==> config.mk <==
export PLATFORM = sky130hd
export DESIGN_NAME = ivt_timer
export DESIGN_NICKNAME = d
export VERILOG_FILES = /design/src/rtl/ivt_pkg.sv /design/src/rtl/ivt_regfile.sv /design/src/rtl/ivt_tick_gate.sv /design/src/rtl/ivt_counter.sv /design/src/rtl/ivt_timer.sv
export SDC_FILE = /design/constraint.sdc
export NUM_CORES = 1
export LEC_CHECK = 0
export BUFFER_PORTS_ARGS = -buffer_cell sky130_fd_sc_hd__buf_4
export CORE_ASPECT_RATIO = 0.8
export CORE_MARGIN = 2
export CORE_UTILIZATION = 28
export DETAILED_ROUTE_END_ITERATION = 8
export PLACE_DENSITY = 0.46
export SYNTH_ARGS = -nofsm -noshare
export SYNTH_HDL_FRONTEND = slang
export SYNTH_SLANG_ARGS = --single-unit
==> constraint.sdc <==
create_clock -name clk -period 3.26 [get_ports clk]
set_input_delay 0.163 -clock clk [delete_from_list [all_inputs] [get_ports clk]]
set_output_delay 0.163 -clock clk [all_outputs]
set_load 0.05 [all_outputs]
==> src/rtl/ivt_pkg.sv <==
package ivt_pkg;

    // Register word index (byte offset >> 2)
    typedef enum logic [2:0] {
        IDX_CTL  = 3'd0,
        IDX_STS  = 3'd1,
        IDX_LOAD = 3'd2,
        IDX_CMP  = 3'd3,
        IDX_CNT  = 3'd4
    } ivt_idx_e;

    // Control word bit positions (software-visible layout)
    localparam int B_RUN    = 0;
    localparam int B_LDSTRT = 1;
    localparam int B_IRQEN  = 2;
    localparam int B_RELOAD = 3;
    localparam int B_SRST   = 16;
    localparam int B_THRU   = 17;
    localparam int B_DBGRUN = 18;
    localparam int B_WAITRN = 19;
    localparam int B_STOPRN = 21;
    localparam int B_SEL_LO = 24;

    typedef struct packed {
        logic [1:0] tick_sel;
        logic       stop_run;
        logic       wait_run;
        logic       dbg_run;
        logic       load_thru;
        logic       reload_sel;
        logic       irq_en;
        logic       load_on_start;
        logic       run_en;
    } ivt_ctl_t;

    function automatic ivt_ctl_t ctl_from_word(input logic [31:0] w);
        ivt_ctl_t c;
        c.tick_sel      = w[B_SEL_LO+1:B_SEL_LO];
        c.stop_run      = w[B_STOPRN];
        c.wait_run      = w[B_WAITRN];
        c.dbg_run       = w[B_DBGRUN];
        c.load_thru     = w[B_THRU];
        c.reload_sel    = w[B_RELOAD];
        c.irq_en        = w[B_IRQEN];
        c.load_on_start = w[B_LDSTRT];
        c.run_en        = w[B_RUN];
        return c;
    endfunction

    function automatic logic [31:0] ctl_to_word(input ivt_ctl_t c, input logic busy);
        logic [31:0] w;
        w                     = '0;
        w[B_SEL_LO+1:B_SEL_LO] = c.tick_sel;
        w[B_STOPRN]           = c.stop_run;
        w[B_WAITRN]           = c.wait_run;
        w[B_DBGRUN]           = c.dbg_run;
        w[B_THRU]             = c.load_thru;
        w[B_SRST]             = busy;
        w[B_RELOAD]           = c.reload_sel;
        w[B_IRQEN]            = c.irq_en;
        w[B_LDSTRT]           = c.load_on_start;
        w[B_RUN]              = c.run_en;
        return w;
    endfunction

endpackage

==> src/rtl/ivt_regfile.sv <==
module ivt_regfile
    import ivt_pkg::*;
#(
    parameter int DW = 32,
    parameter int AW = 5
) (
    input  logic          clk,
    input  logic          rst,
    input  logic          wr_en,
    input  logic [AW-1:0] wr_addr,
    input  logic [DW-1:0] wr_data,
    output ivt_ctl_t      ctl,
    output logic [DW-1:0] load_val,
    output logic [DW-1:0] cmp_val,
    output logic          srst_busy,
    output logic          start_load,
    output logic          thru_load,
    output logic          clr_req
);
    localparam int IW = AW - 2;

    logic [2:0] idx;
    assign idx = 3'(wr_addr[AW-1:2]);

    logic unused_lsb;
    assign unused_lsb = ^wr_addr[1:0];

    logic wr_ctl;
    assign wr_ctl     = wr_en && (idx == IDX_CTL) && (IW > 0);
    assign start_load = wr_ctl && wr_data[B_RUN] && wr_data[B_LDSTRT] && !ctl.run_en;
    assign thru_load  = wr_en && (idx == IDX_LOAD) && ctl.load_thru;
    assign clr_req    = wr_en && (idx == IDX_STS) && wr_data[0];

    always_ff @(posedge clk) begin
        if (rst) begin
            ctl       <= '0;
            load_val  <= '0;
            cmp_val   <= '0;
            srst_busy <= 1'b0;
        end else begin
            srst_busy <= 1'b0;
            if (wr_ctl) begin
                ctl       <= ctl_from_word(wr_data[31:0]);
                srst_busy <= wr_data[B_SRST];
            end
            if (wr_en && idx == IDX_LOAD) load_val <= wr_data;
            if (wr_en && idx == IDX_CMP)  cmp_val  <= wr_data;
        end
    end
endmodule

==> src/rtl/ivt_tick_gate.sv <==
module ivt_tick_gate
    import ivt_pkg::*;
#(
    parameter int NSRC = 3
) (
    input  ivt_ctl_t        ctl,
    input  logic [NSRC-1:0] tick_src,
    input  logic            in_stop,
    input  logic            in_wait,
    input  logic            in_debug,
    output logic            step
);
    logic [NSRC-1:0] hit;

    for (genvar g = 0; g < NSRC; g++) begin : g_src
        assign hit[g] = tick_src[g] && (32'(ctl.tick_sel) == g + 1);
    end

    logic mode_ok;
    assign mode_ok = !(in_stop  && !ctl.stop_run) &&
                     !(in_wait  && !ctl.wait_run) &&
                     !(in_debug && !ctl.dbg_run);

    assign step = ctl.run_en && mode_ok && (|hit);
endmodule

==> src/rtl/ivt_counter.sv <==
module ivt_counter #(
    parameter int DW = 32
) (
    input  logic          clk,
    input  logic          rst,
    input  logic          srst_busy,
    input  logic          step,
    input  logic          thru_load,
    input  logic [DW-1:0] thru_val,
    input  logic          start_load,
    input  logic [DW-1:0] load_val,
    input  logic [DW-1:0] cmp_val,
    input  logic          reload_sel,
    input  logic          clr_req,
    output logic [DW-1:0] cnt,
    output logic          flag
);
    localparam logic [DW-1:0] CNT_RST = '1;

    logic at_zero;
    assign at_zero = (cnt == '0);

    always_ff @(posedge clk) begin
        if (rst || srst_busy) begin
            cnt  <= CNT_RST;
            flag <= 1'b0;
        end else begin
            if (thru_load)
                cnt <= thru_val;
            else if (start_load)
                cnt <= load_val;
            else if (step)
                cnt <= at_zero ? (reload_sel ? load_val : CNT_RST) : cnt - 1'b1;

            if (step && cnt == cmp_val)
                flag <= 1'b1;
            else if (clr_req)
                flag <= 1'b0;
        end
    end
endmodule

==> src/rtl/ivt_timer.sv <==
module ivt_timer
    import ivt_pkg::*;
#(
    parameter int DW   = 32,
    parameter int AW   = 5,
    parameter int NSRC = 3
) (
    input  logic            clk,
    input  logic            rst,
    input  logic            wr_en,
    input  logic [AW-1:0]   wr_addr,
    input  logic [DW-1:0]   wr_data,
    input  logic [AW-1:0]   rd_addr,
    output logic [DW-1:0]   rd_data,
    input  logic [NSRC-1:0] tick_src,
    input  logic            in_stop,
    input  logic            in_wait,
    input  logic            in_debug,
    output logic            irq
);
    ivt_ctl_t      ctl;
    logic [DW-1:0] load_val, cmp_val, cnt;
    logic          srst_busy, start_load, thru_load, clr_req, step, flag;

    ivt_regfile #(.DW(DW), .AW(AW)) u_regs (
        .clk(clk), .rst(rst), .wr_en(wr_en), .wr_addr(wr_addr), .wr_data(wr_data),
        .ctl(ctl), .load_val(load_val), .cmp_val(cmp_val), .srst_busy(srst_busy),
        .start_load(start_load), .thru_load(thru_load), .clr_req(clr_req)
    );

    ivt_tick_gate #(.NSRC(NSRC)) u_gate (
        .ctl(ctl), .tick_src(tick_src), .in_stop(in_stop), .in_wait(in_wait),
        .in_debug(in_debug), .step(step)
    );

    ivt_counter #(.DW(DW)) u_cnt (
        .clk(clk), .rst(rst), .srst_busy(srst_busy), .step(step),
        .thru_load(thru_load), .thru_val(wr_data), .start_load(start_load),
        .load_val(load_val), .cmp_val(cmp_val), .reload_sel(ctl.reload_sel),
        .clr_req(clr_req), .cnt(cnt), .flag(flag)
    );

    assign irq = flag && ctl.irq_en;

    logic [2:0] rd_idx;
    assign rd_idx = 3'(rd_addr[AW-1:2]);

    logic unused_rd_lsb;
    assign unused_rd_lsb = ^rd_addr[1:0];

    always_comb begin
        case (rd_idx)
            IDX_CTL:  rd_data = DW'(ctl_to_word(ctl, srst_busy));
            IDX_STS:  rd_data = {{(DW-1){1'b0}}, flag};
            IDX_LOAD: rd_data = load_val;
            IDX_CMP:  rd_data = cmp_val;
            IDX_CNT:  rd_data = cnt;
            default:  rd_data = '0;
        endcase
    end
endmodule

After elaboration in Yosys (flattened, before gate mapping)
Index checks and enable logic that the tools add are counted.
{"block": "word_totals", "regBits": 108, "in_bits": 51, "output_inout_bits": 33, "elab_cells": 71}
{"block": "op_classes", "n_addsub": 1, "eq_ne": 11, "mux": 8, "bitwise": 1, "reduce_logical": 36}
{"operator": "$mux W32", "count": 5}
{"operator": "$pmux W32 S5", "count": 1}
{"operator": "$eq A32 B32 Y1", "count": 1}
{"operator": "$logic_not A32 Y1", "count": 1}
{"operator": "$sub A32 B1 Y32 const B", "count": 1}
{"operator": "$logic_and A1 B1 Y1", "count": 21}
{"operator": "$eq A3 B2 Y1 const B", "count": 4}
{"operator": "$logic_not A1 Y1", "count": 7}
{"operator": "$eq A3 B1 Y1 const B", "count": 2}
{"operator": "$logic_not A3 Y1", "count": 2}
{"operator": "$eq A2 B2 Y1 const B", "count": 2}
{"operator": "$eq A3 B3 Y1 const B", "count": 1}
{"operator": "$reduce_bool A3 Y1", "count": 1}
{"operator": "$reduce_or A3 Y1", "count": 1}
{"operator": "$eq A2 B1 Y1 const B", "count": 1}
{"operator": "$mux W1", "count": 2}
{"operator": "$reduce_bool A2 Y1", "count": 1}
{"operator": "$reduce_or A2 Y1", "count": 1}
{"operator": "$logic_or A1 B1 Y1", "count": 1}
{"operator": "$not A1 Y1", "count": 1}

Depth between registers and ports, before layout
{"block": "logic_depth", "depth_word": 10, "depth_mapped": 10}

By module
From an unflattened synthesis, not the netlist that was laid out.
{"block": "unflattened", "cells_unflattened": 763, "area_unflattened_um2": 6876.6}
{"mod": "ivt_regfile", "n_inst": 1, "cells_per_inst": 287, "area_per_inst_um2": 3113.0, "seq_area_each_um2": 1501.4}
{"mod": "ivt_counter", "n_inst": 1, "cells_per_inst": 369, "area_per_inst_um2": 2904.0, "seq_area_each_um2": 660.6}
{"mod": "ivt_timer", "n_inst": 1, "cells_per_inst": 98, "area_per_inst_um2": 802.0, "seq_area_each_um2": 0.0}
{"mod": "ivt_tick_gate", "n_inst": 1, "cells_per_inst": 9, "area_per_inst_um2": 57.6, "seq_area_each_um2": 0.0}

Least setup slack after synthesis
No wires, ideal clock.
{"block": "synth_timing", "path_kind": "input-to-output", "startpoint": "input rd_addr[2]", "endpoint": "output rd_data[0]", "arrival_ns": 2.320, "t_required_ns": 3.097, "path_slack_ns": 0.777, "path_stages": 3, "n_path_buf": 2, "path_cell_list": "clkbuf_1 clkbuf_1 o41ai_1"}
{"block": "synth_between", "elab_chain_len": 2}
{"item": "start, declared", "line_no": "ivt_timer.sv:13", "rtl": "input logic [AW-1:0] rd_addr,"}
{"item": "$eq A3 B3 Y1, or another cell as far along", "line_no": "ivt_timer.sv:52", "rtl": "case (rd_idx)"}
{"item": "$pmux W32 S5 (*)", "line_no": "ivt_timer.sv:52"}
{"item": "end, declared", "line_no": "ivt_timer.sv:14", "rtl": "output logic [DW-1:0] rd_data,"}
Every way passes the cells marked *; elsewhere a longest branch is shown, timed or not.

Worst setup path after layout
{"block": "layout_timing", "startpoint": "register u_cnt.cnt[0]", "endpoint": "register u_cnt.cnt[6]"}
{"block": "layout_between", "elab_chain_len": 5}
{"item": "start, declared", "line_no": "ivt_counter.sv:15", "rtl": "output logic [DW-1:0] cnt,"}
{"item": "start signal, assigned", "line_no": "ivt_counter.sv:29", "rtl": "cnt <= thru_val;"}
{"item": "start signal, assigned", "line_no": "ivt_counter.sv:31", "rtl": "cnt <= load_val;"}
{"item": "start signal, assigned", "line_no": "ivt_counter.sv:33", "rtl": "cnt <= at_zero ? (reload_sel ? load_val : CNT_RST) : cnt - 1'b1;"}
{"item": "$sub A32 B1 Y32 / $logic_not A32 Y1 (equally long branches)", "line_no": "ivt_counter.sv:33, ivt_counter.sv:21"}
{"item": "$mux W32 (*)", "line_no": "ivt_counter.sv:33"}
{"item": "$mux W32 (*)", "line_no": "ivt_counter.sv:32", "rtl": "else if (step)"}
{"item": "$mux W32 (*)", "line_no": "ivt_counter.sv:30", "rtl": "else if (start_load)"}
{"item": "$mux W32 (*)", "line_no": "ivt_counter.sv:28", "rtl": "if (thru_load)"}
Every way passes the cells marked *; elsewhere a longest branch is shown, timed or not. The select of a mux whose other input is x is not followed.
A chain may end at the register's enable or synchronous reset.

==> results.md <==
- CP Data Arrival Time: 3010 ps
- Drt pass-1 iters: 5
- Total number of vias: 6263
- Buf/Inv on CP: 2
- Remaining Overflow, GRT: 0
- IO Pins: 84
- Outcome: finished, final reports clean
- Total core area: 0.0227 sq mm
- CTS tree: done
- Fin Hold WS: 47.7 ps
- Antenna violations before repair: 0
- Vias in the first global route: 6093
- Worst slack at placement: 496 ps
- Initial Util: 28.8%
- Post-CTS Resized: 0
- Port buffer count: 79
- Cell total after placement: 1185
- Crit-path max cell delay: 590 ps
- Synthesized net count: 908
- Setup TNS: 0 ps
- Final RePlAce weighted congestion: 0.831
- Crit-path leading delay family: simple AND/OR/NAND/NOR gates
- Ant. Diodes: 0
- Minimum clock period: 2810 ps
- Final setup viols: 0
- Critical path origin: u_cnt.cnt[0]
- FFs w/ async S/R, synth: 0%
- Setup crit end kind: register
- FF+latch area: 0.00216 sq mm
- Hold/Removal Path Class: input pin to register
- Postcts setup bufs: 0
- Syn_area_per_cell: 7.64 sq um
- Number of synthesized register bits: 108
- Die area: 0.0246 sq mm
- Hold path start: wr_data[15]
- Setup ws final: 449 ps
- Drt first-iter violations: 492
- Clk sinks: 108
- Critical Path RT: 3460 ps
- CP Max Fanout: 21
- Top FF cell, synth: dfxtp_1
- Post-DRT Antenna Nets: 0
- Via/cell ratio: 5.22
- # hold bufs at CTS: 0
- Chip height: 141 um
- Rel. slew slack: 37.1%
- Nets: 943
- Fillcell total: 2475
- Worst-Margin Slew: 941 ps
- Critical path type: register to register
- Power Density: 381 mW/mm^2
- Routed wire per std cell: 19.4 um
- Ys Warns: 0
- CTS Root Cell: clkbuf_16
- Max Freq: 356 MHz
- CTS buffer count: 9
- Post-route insts no fill: 1200
- CTS H-tree depth: 3
- Worst vdd ir: 214 uV
- EDFF count, synth: 0
- Design Power: 2.90 mW
- WL final: 23300 um
- Worst path slowest cell: nor4b_1
- Synth unique cells: 62
- Die width: 175 um
- Number of remaining DRC errors: 0
- Worst Clk Skew: 7.31 ps
- CP cell instances: inv_1, ha_1, nor4b_1, nand4_4, nor3_4, a21oi_4, buf_4, o221ai_2, o2111ai_1
- Cell area after synthesis: 0.00654 sq mm
- Post-synthesis cell count: 855
- Cell leakage power: 2.71 nW
- RSZ-0062 raised after global routing: false
- Fin area: 0.00762 sq mm
- Slew Limit Fails: 0
- Global-route wire length before repair: 36700 um
- Placed Area: 0.00732 sq mm
- Detail Placement HPWL: 16000 um
- Reg-to-Reg Start: u_cnt.cnt[0]
- Clock latency on the worst-skew pair: 350 ps
- Longest Clk Path Bufs: 2
- Maxcap violations: 0
- Multi-input gate area: 0.00395 sq mm
- Fin crit share: 86.2%
- Tot GR Track Use: 19.3%
- Share of cells above drive strength 1: 17.9%
- Final Hold Viols: 0
- Area delta synth->final: 16.6%
- Largest net degree at the start of global routing: 46
- Placement Rows: 49
- Worst-path clk slew: 70 ps
- Layout Utilization: 33.6%
- Seq/Total Area, Yosys: 33.1%
- Setup crit start kind: register
## layout by cell type, fill, tap and decap left out, drive strengths merged, types with 2 or more instances in the layout
cell type,instances
or3,4
nand3,17
nor2,28
mux2i,31
and3,5
o311ai,2
nand4,24
o21ai,48
clkbuf,14
nor3,10
a21oi,91
o22ai,2
o41ai,2
inv,7
nand2,248
nor4bb,2
o221ai,22
xor2,9
a21o,2
dfxtp,108
buf,104
a32oi,2
nand4b,3
nand3b,3
and2,3
xnor2,43
ha,2
or4,5
nor3b,3
a31oi,9
o2111ai,16
nor4,9
## logic make-up (layout without fill, tap and decap cells)
logic type / Yosys count / in the layout / share of synthesized area (%)
muxes: 33 / 33 / 5.27
and+or+nand+nor: 370 / 370 / 26.2
buffers and inverters: 87 / 126 / 6.95
xor gates and xnor gates: 52 / 52 / 6.97
AOI/OAI and AO/OA: 203 / 203 / 21.2
adders and majority gates: 2 / 2 / 0.383
DFF: 108 / 108 / 33.1
## tightest hold or removal path: stages
cell and delay, ps:
buf_4 90, nand2_1 40, nand4_1 70
## worst paths after layout
path	to	slack, ps	depth (start not counted)
worst min register to register	u_regs.ctl[1]	460	2
worst max-delay path	u_cnt.cnt[6]	450	9
worst min-delay path	u_cnt.cnt[15]	50	3
worst max register to register	u_cnt.cnt[6]	450	9
## area by class of cell
cell class / instances / area share (%)
inverter: 7 / 0.345
tap: 306 / 5.02
clock buffer: 14 / 3.60
multi-input combinational: 660 / 51.9
timing repair buffer: 104 / 10.4
sequential: 108 / 28.4
clock inverter: 1 / 0.394
## per-layer routing
metal  vias up  global-route usage (%)  wire length (um)
met3        10                    3.16              1280
met1      3004                    28.3             11600
li1       3064                       -                 -
met5         -                       0                 0
met4         0                    3.07               167
met2       185                    30.2             10300
## cells in the mapped netlist, types with 3 or more instances
cell type,instances,area (sq um)
or4_1,3,22.5
nand3b_1,3,22.5
nand3_1,17,85.1
buf_6,6,67.6
nand4b_1,3,26.3
mux2i_1,31,310
nor3b_1,3,22.5
xnor2_1,43,377
nor3_1,8,40.0
xor2_1,9,78.8
inv_1,7,26.3
o21ai_1,4,20.0
nand2_1,248,931
buf_2,3,15.0
o221ai_2,21,315
clkbuf_8,3,41.3
and2_1,3,18.8
dfxtp_1,108,2160
or3_1,4,25.0
o21ai_0,42,210
buf_1,3,11.3
a31oi_1,9,56.3
nor4_1,7,43.8
o2111ai_1,16,140
and3_1,4,25.0
nor2_1,28,105
a21oi_1,90,450
nand4_1,23,144
clkbuf_1,60,225
## sequential cells by signal (all words and copies together), names as in the netlist
name and count:
u_cnt.cnt 32, u_cnt.flag 1, u_regs.cmp_val 32, u_regs.ctl 10, u_regs.load_val 32, u_regs.srst_busy 1
## power breakdown
part | switching [mW] | internal (mW)
logic | 0.239 | 0.125
clock network | 0.505 | 0.657
registers | 0.0315 | 1.34
total | 0.776 | 2.12
Note: power is estimated with default switching activity, not from simulation.
